`src/rtl/spi_chain_pkg.sv`:
```
package spi_chain_pkg;
  localparam int WORD_W = 32;
  localparam int LEN_W  = $clog2(WORD_W);

  typedef enum logic [1:0] {
    ST_IDLE  = 2'd0,
    ST_SHIFT = 2'd1,
    ST_TAIL  = 2'd2
  } eng_state_t;

  // Settings frozen for the duration of one transfer
  typedef struct packed {
    logic             cpol;
    logic             cpha;
    logic             hd;
    logic             fin;
    logic [LEN_W-1:0] len;
  } xfer_cfg_t;
endpackage

```
`src/rtl/spi_half_clk.sv`:
```
module spi_half_clk #(
  parameter int DIV_W = 8
) (
  input  logic             clk,
  input  logic             rst_n,
  input  logic             load,
  input  logic             run,
  input  logic [DIV_W-1:0] load_div,
  output logic             tick
);
  localparam int CNT_W = DIV_W + 1;

  logic [DIV_W-1:0] div_q;
  logic [CNT_W-1:0] cnt_q;

  assign tick = run && (cnt_q == '0);

  always_ff @(posedge clk) begin
    if (!rst_n) begin
      div_q <= '0;
      cnt_q <= '0;
    end else if (load) begin
      div_q <= load_div;
      cnt_q <= CNT_W'(load_div) + CNT_W'(1);
    end else if (tick) begin
      cnt_q <= CNT_W'(div_q) + CNT_W'(1);
    end else if (run) begin
      cnt_q <= cnt_q - CNT_W'(1);
    end
  end

  // Half period is at least two cycles, so ticks never touch
  AST_TICK_GAP: assert property (@(posedge clk) disable iff (!rst_n)
    tick |=> !tick);
endmodule

```
`src/rtl/spi_bit_shifter.sv`:
```
module spi_bit_shifter #(
  parameter int WORD_W = 32,
  parameter int LEN_W  = 5
) (
  input  logic              clk,
  input  logic              rst_n,
  input  logic              load,
  input  logic              lsb_first,
  input  logic [LEN_W-1:0]  len,
  input  logic [WORD_W-1:0] load_data,
  input  logic              shift_en,
  input  logic              sample_en,
  input  logic              sample_bit,
  output logic              tx_bit,
  output logic [WORD_W-1:0] rx_word
);
  logic [WORD_W-1:0] rev;
  logic [WORD_W-1:0] aligned;
  logic [LEN_W-1:0]  shamt;
  logic [WORD_W-1:0] tx_q;
  logic [WORD_W-1:0] rx_q;

  // Reverse the word so the lowest frame bit can leave from the top
  always_comb begin
    for (int i = 0; i < WORD_W; i++) rev[i] = load_data[WORD_W-1-i];
  end

  assign shamt   = LEN_W'(WORD_W - 1) - len;
  assign aligned = lsb_first ? (rev << shamt) : load_data;

  always_ff @(posedge clk) begin
    if (!rst_n) begin
      tx_q <= '0;
      rx_q <= '0;
    end else begin
      if (load) tx_q <= aligned;
      else if (shift_en) tx_q <= {tx_q[WORD_W-2:0], 1'b0};
      if (sample_en) rx_q <= {rx_q[WORD_W-2:0], sample_bit};
    end
  end

  assign tx_bit  = tx_q[WORD_W-1];
  assign rx_word = rx_q;

  AST_RX_ENTERS_LOW: assert property (@(posedge clk) disable iff (!rst_n)
    sample_en |=> rx_word[0] == $past(sample_bit));
endmodule

```
`src/rtl/spi_cs_ctrl.sv`:
```
module spi_cs_ctrl #(
  parameter int NCS = 4
) (
  input  logic           clk,
  input  logic           rst_n,
  input  logic           set,
  input  logic           clr,
  input  logic [NCS-1:0] sel_in,
  input  logic [NCS-1:0] pol,
  output logic           held,
  output logic [NCS-1:0] cs_o
);
  logic           held_q;
  logic [NCS-1:0] sel_q;

  always_ff @(posedge clk) begin
    if (!rst_n) begin
      held_q <= 1'b0;
      sel_q  <= '0;
    end else if (set) begin
      held_q <= 1'b1;
      sel_q  <= sel_in;
    end else if (clr) begin
      held_q <= 1'b0;
    end
  end

  for (genvar g = 0; g < NCS; g++) begin : g_line
    assign cs_o[g] = (held_q && sel_q[g]) ? pol[g] : ~pol[g];
  end

  assign held = held_q;

  AST_SET_HOLDS: assert property (@(posedge clk) disable iff (!rst_n)
    set |=> held);
endmodule

```
`src/rtl/spi_chain_master.sv`:
```
module spi_chain_master
  import spi_chain_pkg::*;
#(
  parameter int NCS   = 4,
  parameter int DIV_W = 8
) (
  input  logic              clk,
  input  logic              rst_n,
  input  logic              cfg_offline,
  input  logic              cfg_end,
  input  logic [NCS-1:0]    cfg_cs_sel,
  input  logic [NCS-1:0]    cfg_cs_pol,
  input  logic              cfg_cpol,
  input  logic              cfg_cpha,
  input  logic              cfg_lsb_first,
  input  logic              cfg_half_duplex,
  input  logic [LEN_W-1:0]  cfg_len_m1,
  input  logic [DIV_W-1:0]  cfg_div_m2,
  input  logic              wr_valid,
  input  logic [WORD_W-1:0] wr_data,
  output logic              wr_ready,
  output logic [WORD_W-1:0] rd_data,
  output logic              idle,
  output logic              spi_sck,
  output logic [NCS-1:0]    spi_cs,
  output logic              spi_mosi_o,
  output logic              spi_mosi_oe,
  input  logic              spi_mosi_i,
  input  logic              spi_miso
);
  eng_state_t       state_q;
  xfer_cfg_t        xcfg_q;
  logic [LEN_W-1:0] bit_cnt_q;
  logic             lead_q;
  logic             sck_q;
  logic             tick;
  logic             accept;
  logic             cs_held;
  logic             cs_clr;
  logic             shift_en;
  logic             sample_en;
  logic             sample_bit;
  logic             running;

  assign running  = (state_q != ST_IDLE);
  assign wr_ready = (state_q == ST_IDLE) && !cfg_offline;
  assign accept   = wr_valid && wr_ready;

  spi_half_clk #(.DIV_W(DIV_W)) u_clk (
    .clk      (clk),
    .rst_n    (rst_n),
    .load     (accept),
    .run      (running),
    .load_div (cfg_div_m2),
    .tick     (tick)
  );

  // Edge roles: phase 0 samples on the leading edge, phase 1 on the trailing edge
  always_comb begin
    shift_en  = 1'b0;
    sample_en = 1'b0;
    if (state_q == ST_SHIFT && tick) begin
      if (lead_q) begin
        sample_en = !xcfg_q.cpha;
        shift_en  = xcfg_q.cpha && (bit_cnt_q != '0);
      end else begin
        sample_en = xcfg_q.cpha;
        shift_en  = !xcfg_q.cpha;
      end
    end
  end

  assign sample_bit = xcfg_q.hd ? spi_mosi_i : spi_miso;

  spi_bit_shifter #(.WORD_W(WORD_W), .LEN_W(LEN_W)) u_shift (
    .clk        (clk),
    .rst_n      (rst_n),
    .load       (accept),
    .lsb_first  (cfg_lsb_first),
    .len        (cfg_len_m1),
    .load_data  (wr_data),
    .shift_en   (shift_en),
    .sample_en  (sample_en),
    .sample_bit (sample_bit),
    .tx_bit     (spi_mosi_o),
    .rx_word    (rd_data)
  );

  assign cs_clr = (state_q == ST_TAIL && tick && xcfg_q.fin) ||
                  (state_q == ST_IDLE && cfg_offline);

  spi_cs_ctrl #(.NCS(NCS)) u_cs (
    .clk    (clk),
    .rst_n  (rst_n),
    .set    (accept),
    .clr    (cs_clr),
    .sel_in (cfg_cs_sel),
    .pol    (cfg_cs_pol),
    .held   (cs_held),
    .cs_o   (spi_cs)
  );

  always_ff @(posedge clk) begin
    if (!rst_n) begin
      state_q   <= ST_IDLE;
      xcfg_q    <= '0;
      bit_cnt_q <= '0;
      lead_q    <= 1'b1;
      sck_q     <= 1'b0;
    end else begin
      case (state_q)
        ST_IDLE: begin
          if (accept) begin
            xcfg_q    <= '{cpol: cfg_cpol, cpha: cfg_cpha, hd: cfg_half_duplex,
                           fin: cfg_end, len: cfg_len_m1};
            state_q   <= ST_SHIFT;
            bit_cnt_q <= '0;
            lead_q    <= 1'b1;
            sck_q     <= cfg_cpol;
          end
        end
        ST_SHIFT: begin
          if (tick) begin
            sck_q  <= ~sck_q;
            lead_q <= ~lead_q;
            if (!lead_q) begin
              if (bit_cnt_q == xcfg_q.len) state_q <= ST_TAIL;
              else bit_cnt_q <= bit_cnt_q + LEN_W'(1);
            end
          end
        end
        ST_TAIL: begin
          if (tick) state_q <= ST_IDLE;
        end
        default: state_q <= ST_IDLE;
      endcase
    end
  end

  assign spi_sck     = (state_q == ST_IDLE) ? cfg_cpol : sck_q;
  assign spi_mosi_oe = ~xcfg_q.hd;
  assign idle        = (state_q == ST_IDLE) && !cs_held;

  AST_BITCNT_RANGE: assert property (@(posedge clk) disable iff (!rst_n)
    running |-> bit_cnt_q <= xcfg_q.len);
  AST_ACCEPT_BLOCKS: assert property (@(posedge clk) disable iff (!rst_n)
    accept |=> !wr_ready);
  AST_CFG_FROZEN: assert property (@(posedge clk) disable iff (!rst_n)
    running |=> $stable(xcfg_q));
  AST_OFFLINE_HALTS: assert property (@(posedge clk) disable iff (!rst_n)
    (cfg_offline && state_q == ST_IDLE) |=> state_q == ST_IDLE);
  AST_SCK_HOME: assert property (@(posedge clk) disable iff (!rst_n)
    (state_q == ST_TAIL) |-> spi_sck == xcfg_q.cpol);
  AST_IDLE_RELEASED: assert property (@(posedge clk) disable iff (!rst_n)
    idle |-> spi_cs == ~cfg_cs_pol);
endmodule

```
`config.mk`:
```
export PLATFORM = sky130hd
export DESIGN_NAME = spi_chain_master
export DESIGN_NICKNAME = d
export VERILOG_FILES = /design/src/rtl/spi_chain_pkg.sv /design/src/rtl/spi_half_clk.sv /design/src/rtl/spi_bit_shifter.sv /design/src/rtl/spi_cs_ctrl.sv /design/src/rtl/spi_chain_master.sv
export SDC_FILE = /design/constraint.sdc
export NUM_CORES = 1
export LEC_CHECK = 0
export ABC_CLOCK_PERIOD_IN_PS = 2400
export BUFFER_PORTS_ARGS = -buffer_cell sky130_fd_sc_hd__buf_4
export CORE_MARGIN = 1
export CORE_UTILIZATION = 40
export CTS_BUF_LIST = sky130_fd_sc_hd__clkbuf_4
export DETAILED_ROUTE_END_ITERATION = 16
export SLEW_MARGIN = 20
export SYNTH_ARGS = -nofsm -noshare
export SYNTH_HDL_FRONTEND = slang
export SYNTH_SLANG_ARGS = --single-unit
```
`constraint.sdc`:
```
create_clock -name clk -period 2.4 [get_ports clk]
set_clock_uncertainty 0.2 [all_clocks]
set_input_delay 0.36 -clock clk [delete_from_list [all_inputs] [get_ports clk]]
set_output_delay 0.36 -clock clk [all_outputs]
set_load 0.05 [all_outputs]
```
== After elaboration in Yosys (flattened, before gate mapping) ==
Cells that the tools add are included.

* Bits in registers: 103
* Bits of input ports: 64
* Output and inout bits: 41
* Word-level logic and storage cells: 100

* Add/subtract/negate cells: 5
* Eq/ne operators: 9
* Shifts and indexed selects: 1
* Muxes and demuxes: 35
* Bitwise operators: 7
* Reductions and logical operators: 29

{| class="wikitable"
|+ Operators by type and width
! operator !! number
|-
| 2-to-1 mux 32 bit || 3
|-
| left shift 32 x 5 -> 32 bit || 1
|-
| 2-to-1 mux 9 bit || 3
|-
| 2-to-1 mux 5 bit || 4
|-
| adder 8 x 1 -> 9 bit (second input constant) || 2
|-
| 2-to-1 mux 1 bit || 16
|-
| logical AND 1 bit || 13
|-
| 2-to-1 mux 2 bit || 5
|-
| != test 2 bit (second input constant) || 5
|-
| one-hot mux 5 bit (2 select lines) || 1
|-
| AND reduction 5 bit || 2
|-
| zero test 9 bit || 1
|-
| subtractor 9 x 1 -> 9 bit (second input constant) || 1
|-
| nonzero test 2 bit || 4
|-
| NOT 1 bit || 7
|-
| one-hot mux 2 bit (3 select lines) || 1
|-
| adder 5 x 1 -> 5 bit (second input constant) || 1
|-
| equality test 5 bit || 1
|-
| nonzero test 5 bit || 1
|-
| subtractor 5 bit (first input constant) || 1
|-
| one-hot mux 1 bit (2 select lines) || 2
|-
| zero test 1 bit || 3
|-
| AND reduction 3 bit || 1
|-
| nonzero test 3 bit || 1
|-
| 6 further kinds || 6
|}

== Logic depth before layout (Yosys ltp) ==
Gate-level depths: netlist (run 1).

* Word-level depth: 7
* Mapped depth: 9
* Gate-level depth less buffers: 7

== Cells and area by module ==
From an unflattened synthesis (run 1), not the netlist that was laid out.

* Cell total of the unflattened synthesis: 747
* Area, all modules: 6764.0 µm²

{| class="wikitable"
|+ By module, submodules not included
! module !! instances !! cells an instance !! area an instance (µm²) !! seq. area each (µm²)
|-
| spi_bit_shifter || 1 || 451 || 4350.4 || 1281.2
|-
| spi_half_clk || 1 || 144 || 1182.4 || 340.3
|-
| spi_chain_master || 1 || 128 || 991.0 || 340.3
|-
| spi_cs_ctrl || 1 || 24 || 240.2 || 100.1
|}

== Worst setup path after synthesis (run 1) ==
No wires, ideal clock.

* Path type: flip-flop to flip-flop
* Start point: reg u_clk.cnt_q[0]
* End point: reg u_shift.tx_q[30]
* Library setup time: 95 ps
* Data arrival time: 2112 ps
* Required time: 2105 ps
* Setup slack: -8 ps
* Cell stages (with the launch flop): 10
* Buffers on the path: 2
* Period minus slack after synthesis: 2408 ps
* Cell sequence: dfxtp_1 inv_1 ha_1 or4b_4 nor3_4 nand2_2 buf_6 buf_4 mux2i_1 a221oi_1

* Longest elaborated chain between the ends: 5

{| class="wikitable"
|+ RTL lines
! item !! RTL line !! RTL
|-
| start: declaration || spi_half_clk.sv:14 || <nowiki>logic [CNT_W-1:0] cnt_q;</nowiki>
|-
| start signal: assignment || spi_half_clk.sv:24 || <nowiki>cnt_q <= CNT_W'(load_div) + CNT_W'(1);</nowiki>
|-
| start signal: assignment || spi_half_clk.sv:26 || <nowiki>cnt_q <= CNT_W'(div_q) + CNT_W'(1);</nowiki>
|-
| start signal: assignment || spi_half_clk.sv:28 || <nowiki>cnt_q <= cnt_q - CNT_W'(1);</nowiki>
|-
| zero test 9 bit || spi_half_clk.sv:16 || <nowiki>assign tick = run && (cnt_q == '0);</nowiki>
|-
| logical AND 1 bit || spi_half_clk.sv:16 ||
|-
| logical AND 1 bit || spi_chain_master.sv:62 || <nowiki>if (state_q == ST_SHIFT && tick) begin</nowiki>
|-
| 2-to-1 mux 1 bit || spi_chain_master.sv:62 ||
|-
| nonzero test 2 bit (no source line) || - ||
|-
| end signal: assignment || spi_bit_shifter.sv:36 || <nowiki>if (load) tx_q <= aligned;</nowiki>
|-
| end signal: assignment || spi_bit_shifter.sv:37 || <nowiki>else if (shift_en) tx_q <= {tx_q[WORD_W-2:0], 1'b0};</nowiki>
|-
| end: declaration || spi_bit_shifter.sv:20 || <nowiki>logic [WORD_W-1:0] tx_q;</nowiki>
|}

No other way between the ends.
A chain may end at the register's enable or synchronous reset.

== Final worst setup path (run 1) ==
* Start point: reg u_clk.cnt_q[0]
* End point: reg bit_cnt_q[2]

* Longest elaborated chain between the ends: 4

{| class="wikitable"
|+ RTL lines
! item !! RTL line !! RTL
|-
| zero test 9 bit || spi_half_clk.sv:16 ||
|-
| logical AND 1 bit || spi_half_clk.sv:16 ||
|-
| != test 2 bit (no source line) || - ||
|-
| AND reduction 5 bit (no source line) || - ||
|-
| end signal: assignment || spi_chain_master.sv:128 || <nowiki>else bit_cnt_q <= bit_cnt_q + LEN_W'(1);</nowiki>
|-
| end: declaration || spi_chain_master.sv:33 || <nowiki>logic [LEN_W-1:0] bit_cnt_q;</nowiki>
|}

No other way between the ends.

==> flow_summary.json, run 1 <==
{
  "status": "complete, but fails checks",
  "violations": "negative setup slack",
  "start_kind": "flip-flop",
  "p_switching_mw": 1.41,
  "cts_root_buf": "clkbuf_4",
  "slew_headroom": 0.582,
  "rsz0062_at_grt": "yes",
  "ys_ff_latch": 103,
  "vias": 6950,
  "muxShareOfSynthArea": 0.226,
  "placementRows": 47,
  "cp.depth": 8,
  "cap_viol_max_count": 0,
  "sw_frac_of_total": 0.340,
  "synthCells": 794,
  "comb_power_share": 0.313,
  "synth_area_leader_cell": "dfxtp_1",
  "pwr-share-seq": 0.445,
  "cts_sinks": 103,
  "synth_top_area_share": 0.302,
  "cts_tree": "built",
  "synth_warnings": 0,
  "synthSimpleGateAreaFrac": 0.182,
  "cts_max_level": 3,
  "grt_pass1_vias": 6519,
  "synth_compound_area_frac": 0.196,
  "hold_violations": 0,
  "drcViolationCount": 0,
  "critPathMaxFanout": 3,
  "hpwlAfterDp_um": 15800,
  "hold_depth": 3,
  "finalPower_mw": 4.16,
  "die_w_um": 133,
  "finalSetupViolCount": 4,
  "grt_pass1_wl_um": 35000,
  "hold_path_startpoint": "spi_mosi_i",
  "crit_family": "simple AND/OR/NAND/NOR gates",
  "synthTopCellsByArea": "dfxtp_1, mux4_2, mux2i_1",
  "viasPerCell": 5.88,
  "firstDrtPassIters": 5,
  "clockBufferDepth": 2,
  "clkTransAtPathRegs_ns": 0.18,
  "dp.cells": 1137,
  "fin_ws_ns": -0.0851,
  "final_util": 0.530,
  "antenna_found_initial": 1,
  "fmax_ghz": 0.402,
  "grt_util_all_layers": 0.251,
  "min_period_over_period": 1.04,
  "fp.dieH_um": 133,
  "portBuffers": 104,
  "arrival_ns": 2.69,
  "avgSynthCellArea_um2": 8.60,
  "worst_setup_path_end_kind": "flip-flop",
  "io_pins": 105,
  "synth_edf_count": 0,
  "ant_nets": 0,
  "wirelength_um": 22000,
  "internal-power_mw": 2.74,
  "min_path_type": "input pin to flip-flop",
  "slowest_stage": "or4b_4",
  "synth_adder_area_share": 0.00917,
  "cpPeakStageDelay_ns": 0.49,
  "multi_input_area_um2": 4470,
  "layout.cells.non_filler": 1181,
  "nFillCells": 1594,
  "clockPowerShare": 0.241,
  "seq_area_frac_synth": 0.302,
  "cp_cell_sequence": "inv_2 > ha_4 > or4b_4 > or3_4 > a211oi_4 > buf_6 > o21ai_2 > mux2_4",
  "drive_gt1_frac": 0.300,
  "crit_required_ns": 2.60,
  "holdWs_ns": 0.0563,
  "core_area_um2": 16600,
  "seqCellArea_um2": 2070,
  "routedWlPerCell_um": 18.7,
  "synth_top_family_by_area": "multiplexers",
  "path_class": "flip-flop to flip-flop",
  "ir_worst_vdd_mv": 0.352,
  "p_per_area_nw_per_um2": 471,
  "area_growth_pct": 29.3,
  "synth_xor_area_frac": 0.0308,
  "rr_startpoint": "u_clk.cnt_q[0]",
  "first_iter_violations": 723,
  "cts_buffers": 9,
  "grt_max_degree": 40,
  "synthDistinctLibCells": 75,
  "clk-insertion-delay-late_ns": 0.50,
  "netlist_area_um2": 6830,
  "crit_buf_inv": 2,
  "grt-ovfl-total": 0,
  "fp.dieArea_um2": 17600,
  "ys.flop_type": "dfxtp_1",
  "power.leakage_nw": 3.66,
  "place_congestion": 0.997,
  "crit_start": "u_clk.cnt_q[0]",
  "syn-num-nets": 863,
  "tightest_slew_ns": 0.626,
  "ys_async_sr_fraction": 0,
  "fin_nets": 1024,
  "tns_ns": -0.127,
  "initial_core_util": 0.410,
  "drv_slew": 0,
  "period_needed_ns": 2.49,
  "r2r_cells": 8
}
==> registers in the layout (all words and copies together), names as in the netlist <==
register and cells:
bit_cnt_q 5, u_shift.tx_q 32, u_shift.rx_word 32, xcfg_q 8, lead_q 1, u_cs.held 1
u_clk.div_q 8, u_clk.cnt_q 9, u_cs.sel_q 4, sck_q 1, state_q 2
==> power by group through the flow <==
stage	registers, mW	logic [mW]	clock network, mW
global route	1.86	1.39	1.10
global placement	1.88	1.22	0
detailed placement	1.88	1.22	0
finish	1.85	1.30	1.00
CTS	1.85	1.26	1.03
floorplan	1.88	0.723	0
==> layout make-up <==
| class | count | share of cell area |
|---|---|---|
| clock buffer | 9 | 0.00765 |
| timing repair buffer | 214 | 0.204 |
| tap | 220 | 0.0312 |
| multi-input combinational | 613 | 0.506 |
| antenna | 1 | 0.000283 |
| clock inverter | 7 | 0.0103 |
| inverter | 14 | 0.00595 |
| sequential | 103 | 0.234 |
==> metal layers <==
| metal | vias to the layer above | track usage | wire [µm] |
|---|---|---|---|
| li1 | 3279 | - | - |
| met1 | 3301 | 0.362 | 10300 |
| met2 | 323 | 0.373 | 9580 |
| met3 | 47 | 0.0368 | 1560 |
| met4 | 0 | 0.103 | 630 |
| met5 | - | 0 | 0 |
==> cells by family (layout without fill, tap and decap cells) <==
group | count (synthesis) | in the layout
compound gates | 200 | 200
xor+xnor | 24 | 24
flops | 103 | 103
mux | 112 | 112
buf+inv | 78 | 244
other cells | 0 | 1
fa+ha+maj | 5 | 5
simple gates | 272 | 272
==> Yosys cell counts, types with 6 or more instances <==
cell type / n
nand3_1: 20
and3_1: 6
a21oi_1: 70
mux2i_1: 68
o21ai_0: 24
nand2_1: 160
nor2_1: 28
a211oi_1: 25
mux4_2: 32
xor2_1: 15
buf_2: 12
a31oi_1: 8
nor3_1: 14
and2_1: 7
mux2_2: 9
a221oi_1: 17
inv_1: 10
xnor2_1: 9
dfxtp_1: 103
clkbuf_1: 37
==> worst min-delay path, delay by kind of cell <==
family / cells / cell delay [ns]
mux: 1 / 0.14
buf+inv: 1 / 0.11
compound gates: 1 / 0.09
==> metrics by stage <==
step	instance area, µm²	setup WS, ns
after floorplan	6840	-0.00476
after global placement	8290	-0.0462
after detailed placement	8290	-0.0700
after CTS	8680	-0.0299
after global routing	8830	-0.152
final	8830	-0.0851
==> repair_timing <==
action,4_1_cts,5_1_grt
setup buffers,1,4
gates cloned,1,2
hold buffers,19,0
pin swaps,1,6
setup endpoints to repair,7,37
hold endpoints to repair,20,0
gates resized for setup,3,20
==> path summary, 6_finish.rpt <==
kind / to / slack, ns
worst min-delay path: u_shift.rx_word[0] / 0.06
worst min register to register: u_shift.rx_word[17] / 0.25
worst max-delay path: bit_cnt_q[2] / -0.09
worst max register to register: bit_cnt_q[2] / -0.09
==> cell usage in the layout (no fill, tap or decap), types with 5 or more instances in the layout <==
cell | synthesis | final
nand4_1 | 5 | 5
mux4_2 | 32 | 32
inv_2 | 2 | 5
dlygate4sd3_1 | 0 | 19
a31oi_1 | 8 | 8
buf_4 | 5 | 183
o21ai_0 | 24 | 23
clkbuf_4 | 0 | 9
o22ai_1 | 5 | 5
inv_1 | 10 | 7
a221oi_1 | 17 | 14
nor3_1 | 14 | 14
xnor2_1 | 9 | 9
and3_1 | 6 | 6
o2111ai_1 | 5 | 5
nor2b_1 | 5 | 5
nor2_1 | 28 | 28
and2_1 | 7 | 6
buf_12 | 0 | 7
nand2_1 | 160 | 160
xor2_1 | 15 | 15
mux2i_1 | 68 | 68
mux2_2 | 9 | 9
nand3_1 | 20 | 20
a211oi_1 | 25 | 25
a21oi_1 | 70 | 68
dfxtp_1 | 103 | 99
(Power assumes the default switching activity.)
==> inputs of run 2 (changes only) <==
- SYNTH_HIERARCHICAL: default -> 1
==> run 2 against run 1 <==
The flow now finishes without violations; global-route usage fell by 0.42 points; cell count fell by 5.3%; combinational power fell by 10%; critical path depth did not move; design area fell by 3.0%; sequential share of layout area rose by 0.75 points; area after synthesis fell by 0.90%; critical path type is now input pin to flip-flop.
==> flow_summary.json, run 2 <==
{
  "grt-ovfl-total": 0,
  "hold_end": "u_shift/tx_q[10]",
  "synth_area_leader_cell": "dfxtp_1",
  "slowest_stage": "dlygate4sd3_1",
  "crit_family": "buffers and inverters",
  "nFillCells": 1548,
  "cts_max_level": 3,
  "layout_commonest_cell": "buf_4",
  "grt_pass1_wl_um": 34300,
  "vias": 6720,
  "rr_startpoint": "bit_cnt_q[0]",
  "holdWs_ns": 0.0592,
  "fp.dieArea_um2": 17400,
  "power.leakage_nw": 3.23,
  "hold_path_startpoint": "wr_data[10]",
  "ys.flop_type": "dfxtp_1",
  "path_class": "input pin to flip-flop",
  "seq_area_frac_synth": 0.305,
  "initial_core_util": 0.409,
  "start_kind": "input pin",
  "ant_nets": 0,
  "cpPeakStageDelay_ns": 0.53,
  "portBuffers": 104,
  "syn-num-nets": 816,
  "ys_ff_latch": 103,
  "synthTopCellsByArea": "dfxtp_1, mux2i_1, mux4_2",
  "r2r_setup_slack_ns": 0.08,
  "hold_depth": 3,
  "die_w_um": 132,
  "tightest_slew_ns": 0.661,
  "drv_slew": 0,
  "cts_buffers": 9,
  "min_path_type": "input pin to flip-flop",
  "critPathMaxFanout": 13,
  "ys_async_sr_fraction": 0,
  "mostFrequentLayoutCells": "buf_4, dfxtp_1, mux2i_1",
  "grt_max_degree": 35,
  "cts_sinks": 103,
  "worst_setup_path_end_kind": "flip-flop",
  "routedWlPerCell_um": 19.5,
  "ir_worst_vdd_mv": 0.291,
  "grt_util_all_layers": 0.246,
  "clockBufferDepth": 2,
  "core_area_um2": 16500,
  "grt_pass1_vias": 6676,
  "cts_tree": "built",
  "cp_cell_sequence": "dlygate4sd3_1 > buf_4 > buf_6 > mux4_2 > nand4_1 > o2111ai_1 > o221ai_1 > o21ai_1",
  "min_period_over_period": 0.985,
  "hold_violations": 0,
  "p_per_area_nw_per_um2": 452,
  "cap_viol_max_count": 0,
  "synthCells": 747,
  "place_congestion": 0.962,
  "cts_root_buf": "clkbuf_4",
  "firstDrtPassIters": 5,
  "clkTransAtPathRegs_ns": 0.16,
  "fmax_ghz": 0.423,
  "yosysMostFrequentCell": "dfxtp_1",
  "yosys-top-cells-count": "dfxtp_1, mux2i_1, nor2_1",
  "slew_headroom": 0.558,
  "hpwlAfterDp_um": 15700,
  "dp.cells": 1064,
  "fin_nets": 962,
  "finalSetupViolCount": 0,
  "netlist_area_um2": 6760,
  "area_growth_pct": 26.6,
  "avgSynthCellArea_um2": 9.05,
  "crit_required_ns": 2.58,
  "rr_endpoint": "u_shift/tx_q[9]",
  "arrival_ns": 2.54,
  "synth_warnings": 6,
  "placementRows": 47,
  "period_needed_ns": 2.36,
  "status": "complete, no violations",
  "viasPerCell": 6.01,
  "synth_edf_count": 0,
  "clk-insertion-delay-late_ns": 0.49,
  "layout.cells.non_filler": 1118,
  "drive_gt1_frac": 0.283,
  "fp.dieH_um": 132,
  "crit_buf_inv": 3,
  "r2r_cells": 10,
  "first_iter_violations": 467,
  "antenna_found_initial": 0,
  "io_pins": 105,
  "wirelength_um": 21800,
  "synth_top_area_share": 0.305,
  "drcViolationCount": 0,
  "synthDistinctLibCells": 71
}
## run 2: changes by cell type in the layout (fill, tap and decap cells not counted), moves of 7 or more
| cell | delta |
|---|---|
| nor2_1 | +35 |
| o211ai_1 | +10 |
| a211oi_1 | -9 |
| nand2_1 | -101 |
| mux2_1 | +10 |
| nor2b_1 | +7 |
| mux2i_1 | +15 |
| o21ai_1 | +7 |
| buf_4 | -29 |
| a21oi_1 | -27 |
| dlygate4sd3_1 | +7 |
## run 2: worst max-delay path by stage
stage                               from                to  slack [ns]  cells past startpoint
final                      cfg_len_m1[0]  u_shift/tx_q[25]        0.04                      8
after global routing      u_clk/cnt_q[1]      bit_cnt_q[0]      -0.007                     10
after CTS                     state_q[1]           spi_sck       0.008                      4
after detailed placement  u_clk/cnt_q[1]   u_shift/tx_q[2]       0.006                     10
after global placement     cfg_len_m1[1]  u_shift/tx_q[26]        0.02                      7
after floorplan           u_clk/cnt_q[1]   u_shift/tx_q[8]        0.01                     12
## run 2: cells by family (layout without fill, tap and decap cells)
family          Yosys count  in the layout  synth area share
fa+ha+maj                 5              5           0.00925
flops                   103            103             0.305
compound gates          191            191             0.193
xor+xnor                 18             18            0.0233
other cells               0              1                 0
mux                     134            134             0.259
buf+inv                  79            228            0.0518
simple gates            217            218             0.158
## run 2: metal layers
layer	wire (µm)	track usage	share of wire	vias to the layer above
li1	-	-	-	3120
met1	9080	0.302	0.42	3228
met2	10100	0.408	0.47	306
met3	1730	0.0584	0.079	66
met4	832	0.116	0.038	0
met5	0	0	0	-
## run 2: report_power, final
part,total (mW),switching [mW],internal (mW)
clock,0.847,0.623,0.224
sequential,1.85,0.0675,1.79
combinational,1.17,0.637,0.530
total,3.87,1.33,2.54
## run 2: final cells by class
cell class | count | area [µm²] | area share
inverter | 23 | 114 | 0.0133
multi-input combinational | 566 | 4410 | 0.515
antenna | 1 | 2.50 | 0.000292
clock buffer | 9 | 67.6 | 0.00789
timing repair buffer | 190 | 1570 | 0.184
sequential | 103 | 2070 | 0.242
tap | 220 | 275 | 0.0321
clock inverter | 6 | 50.0 | 0.00584
## run 2: worst register-to-register path, stage by stage (launching register included)
cell	delay, ns
dfxtp_1	0.35
inv_2	0.07
ha_1	0.13
or4b_1	0.44
nand3_1	0.11
o21ai_2	0.10
and3_4	0.22
buf_4	0.16
mux2_4	0.29
o21ai_1	0.12
a21oi_1	0.06
## run 2: per-stage QoR
| stage | setup slack, ns | TNS [ns] | instance area (µm²) | power [mW] | utilization |
|---|---|---|---|---|---|
| after CTS | 0.00764 | 0 | 8420 | 3.86 | 0.509 |
| after global routing | -0.00687 | -0.00774 | 8560 | 4.05 | 0.518 |
| final | 0.0358 | 0 | 8560 | 3.87 | 0.518 |
| after global placement | 0.0230 | 0 | 8010 | 2.96 | 0.485 |
| after detailed placement | 0.00577 | 0 | 8010 | 2.97 | 0.485 |
| after floorplan | 0.0125 | 0 | 6830 | 2.56 | - |
## run 2: timing repair
action                                  CTS  global route
pin swaps                                 0             4
gates cloned                              0             1
gates resized for setup                   5            21
hold buffers                             26             0
setup buffers                             2             9
endpoints found under the setup margin    1            34
hold endpoints to repair                 26             0
